--- src/rtl/loop_step_pkg.sv ---
`timescale 1ns/1ps
package loop_step_pkg;

    typedef enum logic [3:0] {
        SEL_ALWAYS     = 4'd0,
        SEL_NEVER      = 4'd1,
        SEL_HIGHER     = 4'd2,
        SEL_LOWER_SAME = 4'd3,
        SEL_CARRY_CLR  = 4'd4,
        SEL_CARRY_SET  = 4'd5,
        SEL_NOT_EQUAL  = 4'd6,
        SEL_EQUAL      = 4'd7,
        SEL_OVF_CLR    = 4'd8,
        SEL_OVF_SET    = 4'd9,
        SEL_PLUS       = 4'd10,
        SEL_MINUS      = 4'd11,
        SEL_GE         = 4'd12,
        SEL_LT         = 4'd13,
        SEL_GT         = 4'd14,
        SEL_LE         = 4'd15
    } cond_sel_e;

    typedef struct packed {
        logic neg;
        logic zero;
        logic ovf;
        logic carry;
    } flags_t;

endpackage

--- src/rtl/loop_cond_eval.sv ---
`timescale 1ns/1ps
module loop_cond_eval
    import loop_step_pkg::*;
(
    input  flags_t    flags,
    input  cond_sel_e sel,
    output logic      hit
);
    logic sign_ok;

    always_comb begin
        sign_ok = (flags.neg == flags.ovf);
        unique case (sel)
            SEL_ALWAYS:     hit = 1'b1;
            SEL_NEVER:      hit = 1'b0;
            SEL_HIGHER:     hit = !flags.carry && !flags.zero;
            SEL_LOWER_SAME: hit = flags.carry || flags.zero;
            SEL_CARRY_CLR:  hit = !flags.carry;
            SEL_CARRY_SET:  hit = flags.carry;
            SEL_NOT_EQUAL:  hit = !flags.zero;
            SEL_EQUAL:      hit = flags.zero;
            SEL_OVF_CLR:    hit = !flags.ovf;
            SEL_OVF_SET:    hit = flags.ovf;
            SEL_PLUS:       hit = !flags.neg;
            SEL_MINUS:      hit = flags.neg;
            SEL_GE:         hit = sign_ok;
            SEL_LT:         hit = !sign_ok;
            SEL_GT:         hit = sign_ok && !flags.zero;
            SEL_LE:         hit = flags.zero || !sign_ok;
            default:        hit = 1'b0;
        endcase
    end
endmodule

--- src/rtl/loop_count_step.sv ---
`timescale 1ns/1ps
module loop_count_step #(
    parameter int DATA_W = 32,
    parameter int CNT_W  = 16
) (
    input  logic [DATA_W-1:0] value,
    output logic [DATA_W-1:0] stepped,
    output logic              exhausted
);
    localparam logic [CNT_W-1:0] CNT_ONE = CNT_W'(1);

    logic [CNT_W-1:0] low_next;

    assign low_next  = value[CNT_W-1:0] - CNT_ONE;
    assign exhausted = &low_next;

    generate
        if (CNT_W < DATA_W) begin : g_split
            assign stepped = {value[DATA_W-1:CNT_W], low_next};
        end else begin : g_full
            assign stepped = low_next;
        end
    endgenerate
endmodule

--- src/rtl/loop_target_gen.sv ---
`timescale 1ns/1ps
module loop_target_gen #(
    parameter int ADDR_W = 32,
    parameter int DISP_W = 16,
    parameter int LEN_W  = 4
) (
    input  logic [ADDR_W-1:0] pc,
    input  logic [DISP_W-1:0] disp,
    input  logic [LEN_W-1:0]  insn_len,
    output logic [ADDR_W-1:0] branch_pc,
    output logic [ADDR_W-1:0] seq_pc
);
    localparam int EXT_W = ADDR_W - DISP_W;
    localparam int PAD_W = ADDR_W - LEN_W;

    logic [ADDR_W-1:0] disp_ext;
    logic [ADDR_W-1:0] len_ext;

    assign disp_ext  = {{EXT_W{disp[DISP_W-1]}}, disp};
    assign len_ext   = {{PAD_W{1'b0}}, insn_len};
    assign branch_pc = pc + disp_ext;
    assign seq_pc    = pc + len_ext;
endmodule

--- src/rtl/loop_step_unit.sv ---
`timescale 1ns/1ps
module loop_step_unit
    import loop_step_pkg::*;
#(
    parameter int DATA_W = 32,
    parameter int CNT_W  = 16,
    parameter int ADDR_W = 32,
    parameter int DISP_W = 16,
    parameter int LEN_W  = 4
) (
    input  logic              clk,
    input  logic              rst_n,
    input  logic              in_valid,
    input  logic              out_ready,
    input  logic [DATA_W-1:0] reg_val,
    input  logic [3:0]        cond_sel,
    input  logic [3:0]        flags,
    input  logic [ADDR_W-1:0] pc,
    input  logic [LEN_W-1:0]  insn_len,
    input  logic [DISP_W-1:0] disp,
    output logic              out_valid,
    output logic [DATA_W-1:0] out_reg,
    output logic              out_wr_en,
    output logic              out_taken,
    output logic [ADDR_W-1:0] out_next_pc
);
    typedef struct packed {
        logic              valid;
        logic              wr;
        logic              taken;
        logic [DATA_W-1:0] value;
        logic [ADDR_W-1:0] npc;
    } result_t;

    localparam result_t RESULT_IDLE = '0;

    result_t           res_d, res_q;
    logic              cond_hit;
    logic              cnt_done;
    logic [DATA_W-1:0] cnt_value;
    logic [ADDR_W-1:0] branch_pc;
    logic [ADDR_W-1:0] seq_pc;

    loop_cond_eval u_cond (
        .flags (flags_t'(flags)),
        .sel   (cond_sel_e'(cond_sel)),
        .hit   (cond_hit)
    );

    loop_count_step #(
        .DATA_W (DATA_W),
        .CNT_W  (CNT_W)
    ) u_count (
        .value     (reg_val),
        .stepped   (cnt_value),
        .exhausted (cnt_done)
    );

    loop_target_gen #(
        .ADDR_W (ADDR_W),
        .DISP_W (DISP_W),
        .LEN_W  (LEN_W)
    ) u_target (
        .pc        (pc),
        .disp      (disp),
        .insn_len  (insn_len),
        .branch_pc (branch_pc),
        .seq_pc    (seq_pc)
    );

    always_comb begin
        res_d = res_q;
        if (out_ready) begin
            res_d.valid = in_valid;
            if (in_valid) begin
                if (cond_hit) begin
                    res_d.wr    = 1'b0;
                    res_d.taken = 1'b0;
                    res_d.value = reg_val;
                    res_d.npc   = seq_pc;
                end else begin
                    res_d.wr    = 1'b1;
                    res_d.value = cnt_value;
                    res_d.taken = !cnt_done;
                    res_d.npc   = cnt_done ? seq_pc : branch_pc;
                end
            end
        end
    end

    always_ff @(posedge clk or negedge rst_n) begin
        if (!rst_n) begin
            res_q <= RESULT_IDLE;
        end else begin
            res_q <= res_d;
        end
    end

    assign out_valid   = res_q.valid;
    assign out_reg     = res_q.value;
    assign out_wr_en   = res_q.wr;
    assign out_taken   = res_q.taken;
    assign out_next_pc = res_q.npc;
endmodule

--- config.mk ---
export PLATFORM = sky130hd
export DESIGN_NAME = loop_step_unit
export DESIGN_NICKNAME = d
export VERILOG_FILES = /design/src/rtl/loop_step_pkg.sv /design/src/rtl/loop_cond_eval.sv /design/src/rtl/loop_count_step.sv /design/src/rtl/loop_target_gen.sv /design/src/rtl/loop_step_unit.sv
export SDC_FILE = /design/constraint.sdc
export NUM_CORES = 1
export LEC_CHECK = 0
export ABC_AREA = 1
export ABC_CLOCK_PERIOD_IN_PS = 800
export BUFFER_PORTS_ARGS = -buffer_cell sky130_fd_sc_hd__clkbuf_2
export CAP_MARGIN = 0
export CORE_MARGIN = 5
export CORE_UTILIZATION = 40
export DETAILED_ROUTE_END_ITERATION = 8
export PLACE_DENSITY = 0.66
export SLEW_MARGIN = 20
export SYNTH_ARGS = -nofsm -noshare
export SYNTH_HDL_FRONTEND = slang
export SYNTH_HIERARCHICAL = 1
export SYNTH_SLANG_ARGS = --single-unit
--- constraint.sdc ---
create_clock -name clk -period 0.8 [get_ports clk]
set_clock_uncertainty 0.2 [all_clocks]
set_input_delay 0.04 -clock clk [delete_from_list [all_inputs] [get_ports clk]]
set_output_delay 0.04 -clock clk [all_outputs]
set_load 0.005 [all_outputs]
---- Word-level counts from Yosys, hierarchy flattened ----
Cells that the tools add are included.
cells by class
  bitwise operators ....................... 0
  $lt $le $gt $ge ......................... 0
  equal/unequal tests ..................... 16
  multiply operators ...................... 0
  reductions and logical operators ........ 13
  shift operators ......................... 0
  div/mod/pow operators ................... 0
  mux-type cells .......................... 3
  add/subtract/negate cells ............... 3
operators with widths
  cell                   count
  $mux 66                1
  $add 32x32->32         1
  $add 32x4->32          1
  $eq 4x4->1 const B     8
  $mux 32                1
  $eq 4x3->1 const B     4
  $pmux 1 s16            1
  $reduce_and 16->1      1
  $sub 16x1->16 const B  1
  $eq 4x2->1 const B     2
  $logic_not 1->1        6
  $eq 4x1->1 const B     1
  $logic_not 4->1        1
  $logic_and 1x1->1      2
  $logic_or 1x1->1       2
  $reduce_and 2->1       1
  $eq 1x1->1             1
storage, ports and cells
  bits of input ports ..................... 96
  bits in latches ......................... 0
  flip-flop bits (word level) ............. 67
  memories kept ........................... 0
  logic and storage cells ................. 40
  bits in writable memories ............... 0
  output and inout bits ................... 67
  ROM bits ................................ 0

---- Logic depth before layout (Yosys ltp) ----
Gate-level depths: netlist (run 1).
  word-level depth ........................ 5
  depth in mapped cells ................... 18
  depth with buffers taken out ............ 17

---- Modules after synthesis ----
The synthesis (run 1) kept the hierarchy.
modules (own cells, without submodules)
  module           cells an instance  instances  sequential area each (um^2)  area each (um^2)
  loop_step_unit   490                1          1676.6                       3452.1
  loop_target_gen  646                1          0.0                          3254.4
  loop_count_step  133                1          0.0                          696.9
  loop_cond_eval   51                 1          0.0                          212.7

---- Worst setup path after synthesis (run 1) ----
No wires, ideal clock.
  path type ............................... in2reg
  start point ............................. input port reg_val[0]
  end point ............................... register res_q, in the netlist out_next_pc[22]
  data required time ...................... 0.483 ns
  cell stages on the path ................. 18
  path slack .............................. -1.117 ns
  setup time .............................. 0.117 ns
  buffers on the path ..................... 1
  arrival ................................. 1.600 ns
  cells stage by stage .................... inv_1 ha_1 inv_1 nand2_1 nand2_1 nor2_1 nand2_1 nor2_1 nand2_1 nor2_1 nand2_1 nor2_2 inv_2 nand2_4 buf_6 nand2_1 nand3_1 nand2_1
between the ends
  longest elaborated chain between the ends .. 4
RTL lines
  element               RTL line               text
  start, declared       loop_step_unit.sv:15   input logic [DATA_W-1:0] reg_val,
  $sub 16x1->16         loop_count_step.sv:14  assign low_next = value[CNT_W-1:0] - CNT_ONE;
  $reduce_and 16->1     loop_count_step.sv:15  assign exhausted = &low_next;
  net cnt_done          loop_step_unit.sv:39   logic cnt_done;
  $mux 32               loop_step_unit.sv:85   res_d.npc = cnt_done ? seq_pc : branch_pc;
  $mux 66               loop_step_unit.sv:76   if (cond_hit) begin
  end signal, assigned  loop_step_unit.sv:95   res_q <= res_d;
  end, declared         loop_step_unit.sv:37   result_t res_d, res_q;
The timed path passes the listed nets, and every way through them passes these cells.
A chain may end at the register's enable or synchronous reset.

---- Final worst setup path (run 1) ----
  start point ............................. input port reg_val[1]
  end point ............................... register res_q, in the netlist out_next_pc[10]
between the ends
  longest elaborated chain between the ends .. 4
RTL lines
  element            RTL line               text
  $sub 16x1->16      loop_count_step.sv:14
  net cnt_value[15]  loop_step_unit.sv:40   logic [DATA_W-1:0] cnt_value;
  $reduce_and 16->1  loop_count_step.sv:15
  net cnt_done       loop_step_unit.sv:39
  $mux 32            loop_step_unit.sv:85
  $mux 66            loop_step_unit.sv:76
The timed path passes the listed nets, and every way through them passes these cells.

==> results of run 1 <==
through the flow:
| step | setup WS [ns] | TNS, ns | cell area, um2 | total power, mW | instances |
|---|---|---|---|---|---|
| 4_1_cts | -0.947 | -67.46 | 11100 | 16.0 | 1886 |
| 3_3_place_gp | -1.34 | -73.67 | 9870 | 10.7 | 1832 |
| 2_1_floorplan | -0.955 | -46.17 | 7800 | 7.93 | 1320 |
| 5_1_grt | -1.15 | -77.91 | 11500 | 17.7 | 1912 |
| 6_report | -1.05 | -69.11 | 11500 | 16.6 | 1912 |
| 3_5_place_dp | -1.37 | -75.11 | 9870 | 10.8 | 1832 |
synthesized netlist by cell type (all sizes together) (12+ instances only):
library cell	number
a21oi	24
ha	37
dfrtp	67
xor2	33
xnor2	12
inv	229
nand3	79
nor2	157
nand2	554
o21ai	40
nand4	18
nor3	15
buf	40
timing repair:
action | CTS | global route
hold endpoints to repair | 101 | 32
buffers inserted | 31 | 26
cloned | 7 | 3
pin swaps | 64 | 36
setup endpoints to repair | 134 | 134
gates resized for setup | 134 | 75
worst register-to-register path, stage by stage, from the launching register on:
cell and delay, ns:
dfrtp_1 0.39, buf_4 0.14, buf_4 0.12, nand2_1 0.05
nand2_1 0.05
worst min path at each step:
stage	slack, ns	cells past startpoint	endpoint	startpoint
6_report	-0.27	3	out_reg[0]	reg_val[0]
5_1_grt	-0.25	2	out_valid	out_ready
4_1_cts	-0.27	2	out_valid	out_ready
3_5_place_dp	-0.14	2	out_reg[18]	rst_n
3_3_place_gp	-0.13	2	out_reg[18]	rst_n
2_1_floorplan	-0.46	0	out_next_pc[0]	rst_n
power groups by stage:
stage,registers (mW),logic [mW],clock network (mW)
2_1_floorplan,4.49,3.44,0
3_3_place_gp,4.48,6.25,0
3_5_place_dp,4.48,6.32,0
4_1_cts,4.41,7.64,3.93
5_1_grt,4.49,9.16,4.09
6_report,4.42,8.35,3.84
kinds of logic (layout without fill, tap and decap cells):
logic type | Yosys count | after routing | synth area share (%)
AOI/OAI and AO/OA | 67 | 67 | 4.55
xor gates and xnor gates | 45 | 45 | 5.17
adders and majority gates | 39 | 39 | 6.60
buffers and inverters | 272 | 630 | 15.4
DFF | 67 | 67 | 22.0
and+or+nand+nor | 830 | 830 | 46.3
layout make-up:
cell class,count,area share (%)
Clock buffer,10,1.98
Clock inverter,5,0.477
Inverter,229,7.90
Multi-Input combinational cell,981,46.7
Sequential cell,67,14.5
Tap cell,234,2.54
Timing Repair Buffer,386,25.8
per-layer routing:
metal  track usage [%]  part of all wire (%)  vias to the layer above  wire (um)
li1                  -                     -                     4704          -
met1              29.5                    44                     4117      11400
met2              39.8                    49                      241      12800
met3              2.94                   5.7                       29       1500
met4              4.53                   1.4                        0        359
met5                 0                     0                        -          0
==> reports/metrics.csv, run 1 <==
stage,metric,value,unit
place,gp_congestion,0.961,
place,post-dp-hpwl,19700,um
global_route,grt_usage,22.5,%
flow_run,max_cap_violations,0,
route,drc,0,
critical_path,r2r_slack,-0.26,ns
sta,finalSetupViolCount,133,
place,portBuffers,162,
power_and_ir_drop,seqPwrFrac,26.6,%
clocking,insertion_delay,0.33,ns
route,vias,9091,
synthesis,ys_seq_elements,67,
critical_path,worstSetupStartpoint,reg_val[1],
layout,n_fill_cell,1732,
global_route,grt_max_degree,40,
global_route,antenna_found_initial,0,
critical_path,reg2reg_to,out_next_pc[12],
die,die_w,148,um
power_and_ir_drop,switchingPower,6.22,mW
layout,num-nets-final,1809,
synthesis,yosys_warnings,6,
critical_path,worstPathCellList,buf_8 > buf_6 > nor2_4 > nand2_4 > nor2_8 > nand2_2 > nand2_2 > nand2_2 > nand2_2 > nor2_4 > nand2_2 > nor2_4 > buf_6 > nor2_4 > clkbuf_16 > nand2_1 > nand3_2 > nand2_1,
sta,period_minus_slack,1.85,ns
layout,drive_above_1_share,34.6,%
critical_path,worst-path-buf-inv,4,
synthesis,ys_seq_area_share,22.0,%
power_and_ir_drop,power_frac_comb,50.3,%
clocking,cts_hold_buf,1,
sta,final_hold_viol_count,33,
power_and_ir_drop,p_sw_share,37.4,%
route,wl_per_cell,13.6,um
layout,post-route-util,61.7,%
critical_path,critical_path_class,in -> reg,
power_and_ir_drop,p_leak,6.88,nW
synthesis,synthArstFlopShare,100,%
synthesis,synth_top_area_share,26.7,%
critical_path,timing.critical_path.max_delay_family,simple AND/OR/NAND/NOR gates,
critical_path,worstPathRequired,0.82,ns
die,start_util,40.7,%
route,first_pass_iters,5,
critical_path,cp-start-kind,input pin,
power_and_ir_drop,pwr_density_cell,1440,nW/um2
clocking,cts_sinks,67,
clocking,cts_buffer_depth,2,
sta,whs,-0.266,ns
critical_path,path_depth,18,
layout,syn_to_final_growth,51.5,%
route,antenna_left,0,
route,drt-vias-per-instance,4.75,
synthesis,yosysUniqueCellTypes,35,
run_status,status,"finished, violations left",
power_and_ir_drop,p_int,10.4,mW
synthesis,syn_nets,1455,
run_status,violations,"negative hold slack, negative setup slack",
global_route,grt_first_pass_wirelength,40700,um
synthesis,synth-edff-count,0,
critical_path,end_kind,flip-flop,
critical_path,cp_max_fo,8,
critical_path,reg2reg_depth,4,
synthesis,synth_top_flop_cell,dfrtp_1,
critical_path,critical_path.endpoint,out_next_pc[10],
layout,seq_area,1680,um2
die,rows,50,
sta,finalMaxSlewViolations,0,
layout,antennaDiodeCount,0,
synthesis,netlist_area,7620,um2
sta,rsz0062_at_grt,true,
layout,multi_input_area,5390,um2
critical_path,slowest_delay,0.23,ns
clocking,cts_made_buffers,9,
critical_path,cp_common_cell,nand2_2,
sta,timing.fmax,539,MHz
critical_path,crit_slowest_cell,nor2_4,
synthesis,synth_area_per_cell,5.77,um2
sta,slew_headroom,76.9,%
die,core_area,18700,um2
route,drt_wl_total,26100,um
global_route,grt-ovfl-total,0,
min_path,hold_class,in -> reg,
layout,layout_commonest_cell,nand2_1,
sta,worst_pin_slew,0.343,ns
layout,final_cell_mix,"494 x nand2_1, 215 x inv_1, 189 x buf_4",
global_route,grt_pass1_vias,8418,
synthesis,synthTopCellsByArea,"nand2_1 27%, dfrtp_1 22%, inv_1 11%",
sta,worst_slack,-1.05,ns
critical_path,critPathArrivalTime,1.87,ns
clocking,ctsHtreeMaxLevel,3,
clocking,cts_root_buf,clkbuf_16,
die,die_y,148,um
die,ios,163,
clocking,clk_pin_slew_worst_paths,0.05,ns
synthesis,syn_inst,1320,
power_and_ir_drop,ir_worst_vdd,1110,uV
route,drt-initial-drc-count,495,
clocking,cts_tree,yes,
die,dieArea,21900,um2
synthesis,synth_top_area_cell,nand2_1,
sta,post-route-period-util,232,%
power_and_ir_drop,clockPowerShare,23.1,%
critical_path,r2r_start,out_next_pc[12],
(Power assumes the default switching activity.)
==> run 2, diff against run 1 <==
- ABC_CLOCK_PERIOD_IN_PS: 800 -> 1850
- PLACE_DENSITY: 0.66 -> 0.64
- TNS_END_PERCENT: default -> 50
- clock period: 0.8 -> 1.85 ns (I/O delays scaled with it)
==> run 2 against run 1 <==
  * Die area unchanged
  * The run now ends clean
  * Clock power decreased by 59%
  * Largest power group unchanged
  * Highest routed layer unchanged
  * Combinational power decreased by 64%
  * Design area decreased by 6.1%
  * Critical endpoint is now out_next_pc[2]
  * Utilization decreased by 3.8 points
  * Total power decreased by 61%
  * Register-to-register slack improved by 1.3 ns
==> reports/metrics.csv, run 2 (same netlist as run 1, synthesis figures left out) <==
stage,metric,value,unit
global_route,grt_use_met2,36.2,%
sta,worst_pin_slew,0.392,ns
clocking,ctsHtreeMaxLevel,3,
die,die_y,148,um
place,pre_cts_ws,-0.511,ns
layout,syn_to_final_growth,42.2,%
die,core_area,18700,um2
route,drc,0,
power_and_ir_drop,p_int,3.99,mW
run_status,status,"finished, final reports clean",
critical_path,critPathArrivalTime,1.83,ns
clocking,cts_root_buf,clkbuf_16,
sta,finalMaxSlewViolations,0,
power_and_ir_drop,seqPwrFrac,29.6,%
sta,worst_slack,0.0384,ns
route,drt-vias-per-instance,4.69,
critical_path,cp-start-kind,input pin,
sta,timing.fmax,552,MHz
power_and_ir_drop,ir_worst_vdd,480,uV
layout,final_cell_mix,"501 x nand2_1, 219 x inv_1, 158 x clkbuf_2",
place,post-dp-hpwl,19300,um
clocking,cts_made_buffers,9,
clocking,insertion_delay,0.33,ns
power_and_ir_drop,p_sw_share,38.3,%
global_route,grt_max_degree,68,
place,post-place-cells,1815,
layout,drive_above_1_share,28.5,%
sta,rsz0062_at_grt,true,
critical_path,end_kind,flip-flop,
global_route,met1_usage,29.7,%
sta,slew_headroom,73.6,%
min_path,hold_class,in -> reg,
layout,antennaDiodeCount,0,
die,die_w,148,um
global_route,grt-ovfl-total,0,
global_route,grt_first_pass_wirelength,39000,um
route,drt_wl_total,24800,um
power_and_ir_drop,pwr_density_cell,597,nW/um2
route,first_pass_iters,5,
critical_path,r2r_slack,0.99,ns
layout,multi_input_area,5190,um2
layout,n_fill_cell,1855,
sta,post-route-period-util,97.9,%
clocking,cts_buffer_depth,2,
sta,tns,0,ns
power_and_ir_drop,power_frac_comb,46.3,%
layout,instances_no_fill,1880,
layout,num-nets-final,1776,
power_and_ir_drop,p_leak,6.48,nW
critical_path,critical_path_class,in -> reg,
global_route,grt_pass1_vias,8182,
layout,post-route-util,57.9,%
global_route,gr-max-usage-layer,met2,
clocking,cts_sinks,67,
clocking,clk_pin_slew_worst_paths,0.06,ns
sta,final_hold_viol_count,0,
sta,finalSetupViolCount,0,
global_route,antenna_found_initial,0,
place,gp_congestion,0.971,
place,portBuffers,162,
power_and_ir_drop,switchingPower,2.48,mW
die,ios,163,
layout,seq_area,1680,um2
flow_run,max_cap_violations,0,
route,vias,8817,
power_and_ir_drop,clockPowerShare,24.1,%
route,antenna_left,0,
die,rows,50,
critical_path,worstPathRequired,1.87,ns
die,dieArea,21900,um2
route,wl_per_cell,13.2,um
critical_path,cp_max_fo,6,
clocking,cts_tree,yes,
global_route,met3_usage,2.02,%
global_route,grt_usage,21.4,%
route,drt-initial-drc-count,424,
layout,layout_commonest_cell,nand2_1,
die,start_util,40.7,%
sta,period_minus_slack,1.81,ns
[run 2: changes by cell type in the layout (fill, tap and decap cells not counted), moves of 14 or more]
| cell | change |
|---|---|
| nand2_4 | -14 |
| buf_4 | -49 |
| nor2_1 | +23 |
| o21ai_2 | -14 |
| o21ai_0 | +21 |
| dlygate4sd3_1 | +35 |
| nor2_4 | -15 |
[run 2: worst paths after layout]
path	from	end	depth (start not counted)
max	reg_val[1]	out_next_pc[2]	17
min	in_valid	out_reg[27]	4
max reg2reg	out_next_pc[10]	out_next_pc[10]	2
min reg2reg	out_next_pc[21]	out_next_pc[21]	2
max in group asynchronous	rst_n	out_reg[9]	3
min in group asynchronous	rst_n	out_reg[26]	3
[run 2: power groups by stage]
stage | Combinational (mW) | Clock, mW | Sequential [mW]
CTS | 2.74 | 1.60 | 1.92
finish | 2.99 | 1.56 | 1.92
global placement | 2.63 | 0 | 1.93
floorplan | 1.43 | 0 | 1.94
global route | 3.33 | 1.68 | 1.95
detailed placement | 2.65 | 0 | 1.94
[run 2: worst max-delay path, cell delays in order]
cell and delay (ns):
buf_4 0.13, inv_2 0.08, ha_4 0.18, nand2_4 0.09
nor2_4 0.13, nand3b_1 0.12, nand2_2 0.09, nand2_1 0.05
nor2_1 0.08, nand2_1 0.09, nor2_4 0.15, inv_2 0.09
nand2_8 0.12, clkbuf_16 0.17, nand2_1 0.05, nand3_1 0.06
nand2_1 0.06
[run 2: cell type report]
type | instances | share of cell area [%]
clock buffer | 9 | 2.08
multi-input combinational | 982 | 48.0
clock inverter | 7 | 0.485
tap | 234 | 2.70
timing repair buffer | 352 | 23.3
inverter | 229 | 8.00
sequential | 67 | 15.5
[run 2: repair_timing]
| item | in CTS | in global routing |
|---|---|---|
| setup endpoints to repair | 32 | 32 |
| gates resized for setup | 8 | 103 |
| buffers inserted | 1 | 8 |
| pin swaps | 3 | 35 |
| hold buffers | 36 | 0 |
| cloned | 1 | 4 |
| hold endpoints to repair | 101 | 0 |
[run 2: routing by layer]
layer | part of all wire, % | up-vias
li1 | - | 4621
met1 | 46 | 3950
met2 | 48 | 221
met3 | 5.0 | 25
met4 | 1.6 | 0
met5 | 0 | -
[run 2: metrics by stage]
step | hold slack (ns) | total power, mW | area, um2
final | 0.0608 | 6.47 | 10800
after global routing | 0.0927 | 6.95 | 10800
after CTS | 0.0402 | 6.26 | 10300
after detailed placement | -0.0599 | 4.59 | 9580
after global placement | -0.0531 | 4.56 | 9580
after floorplan | -0.403 | 3.37 | 7640
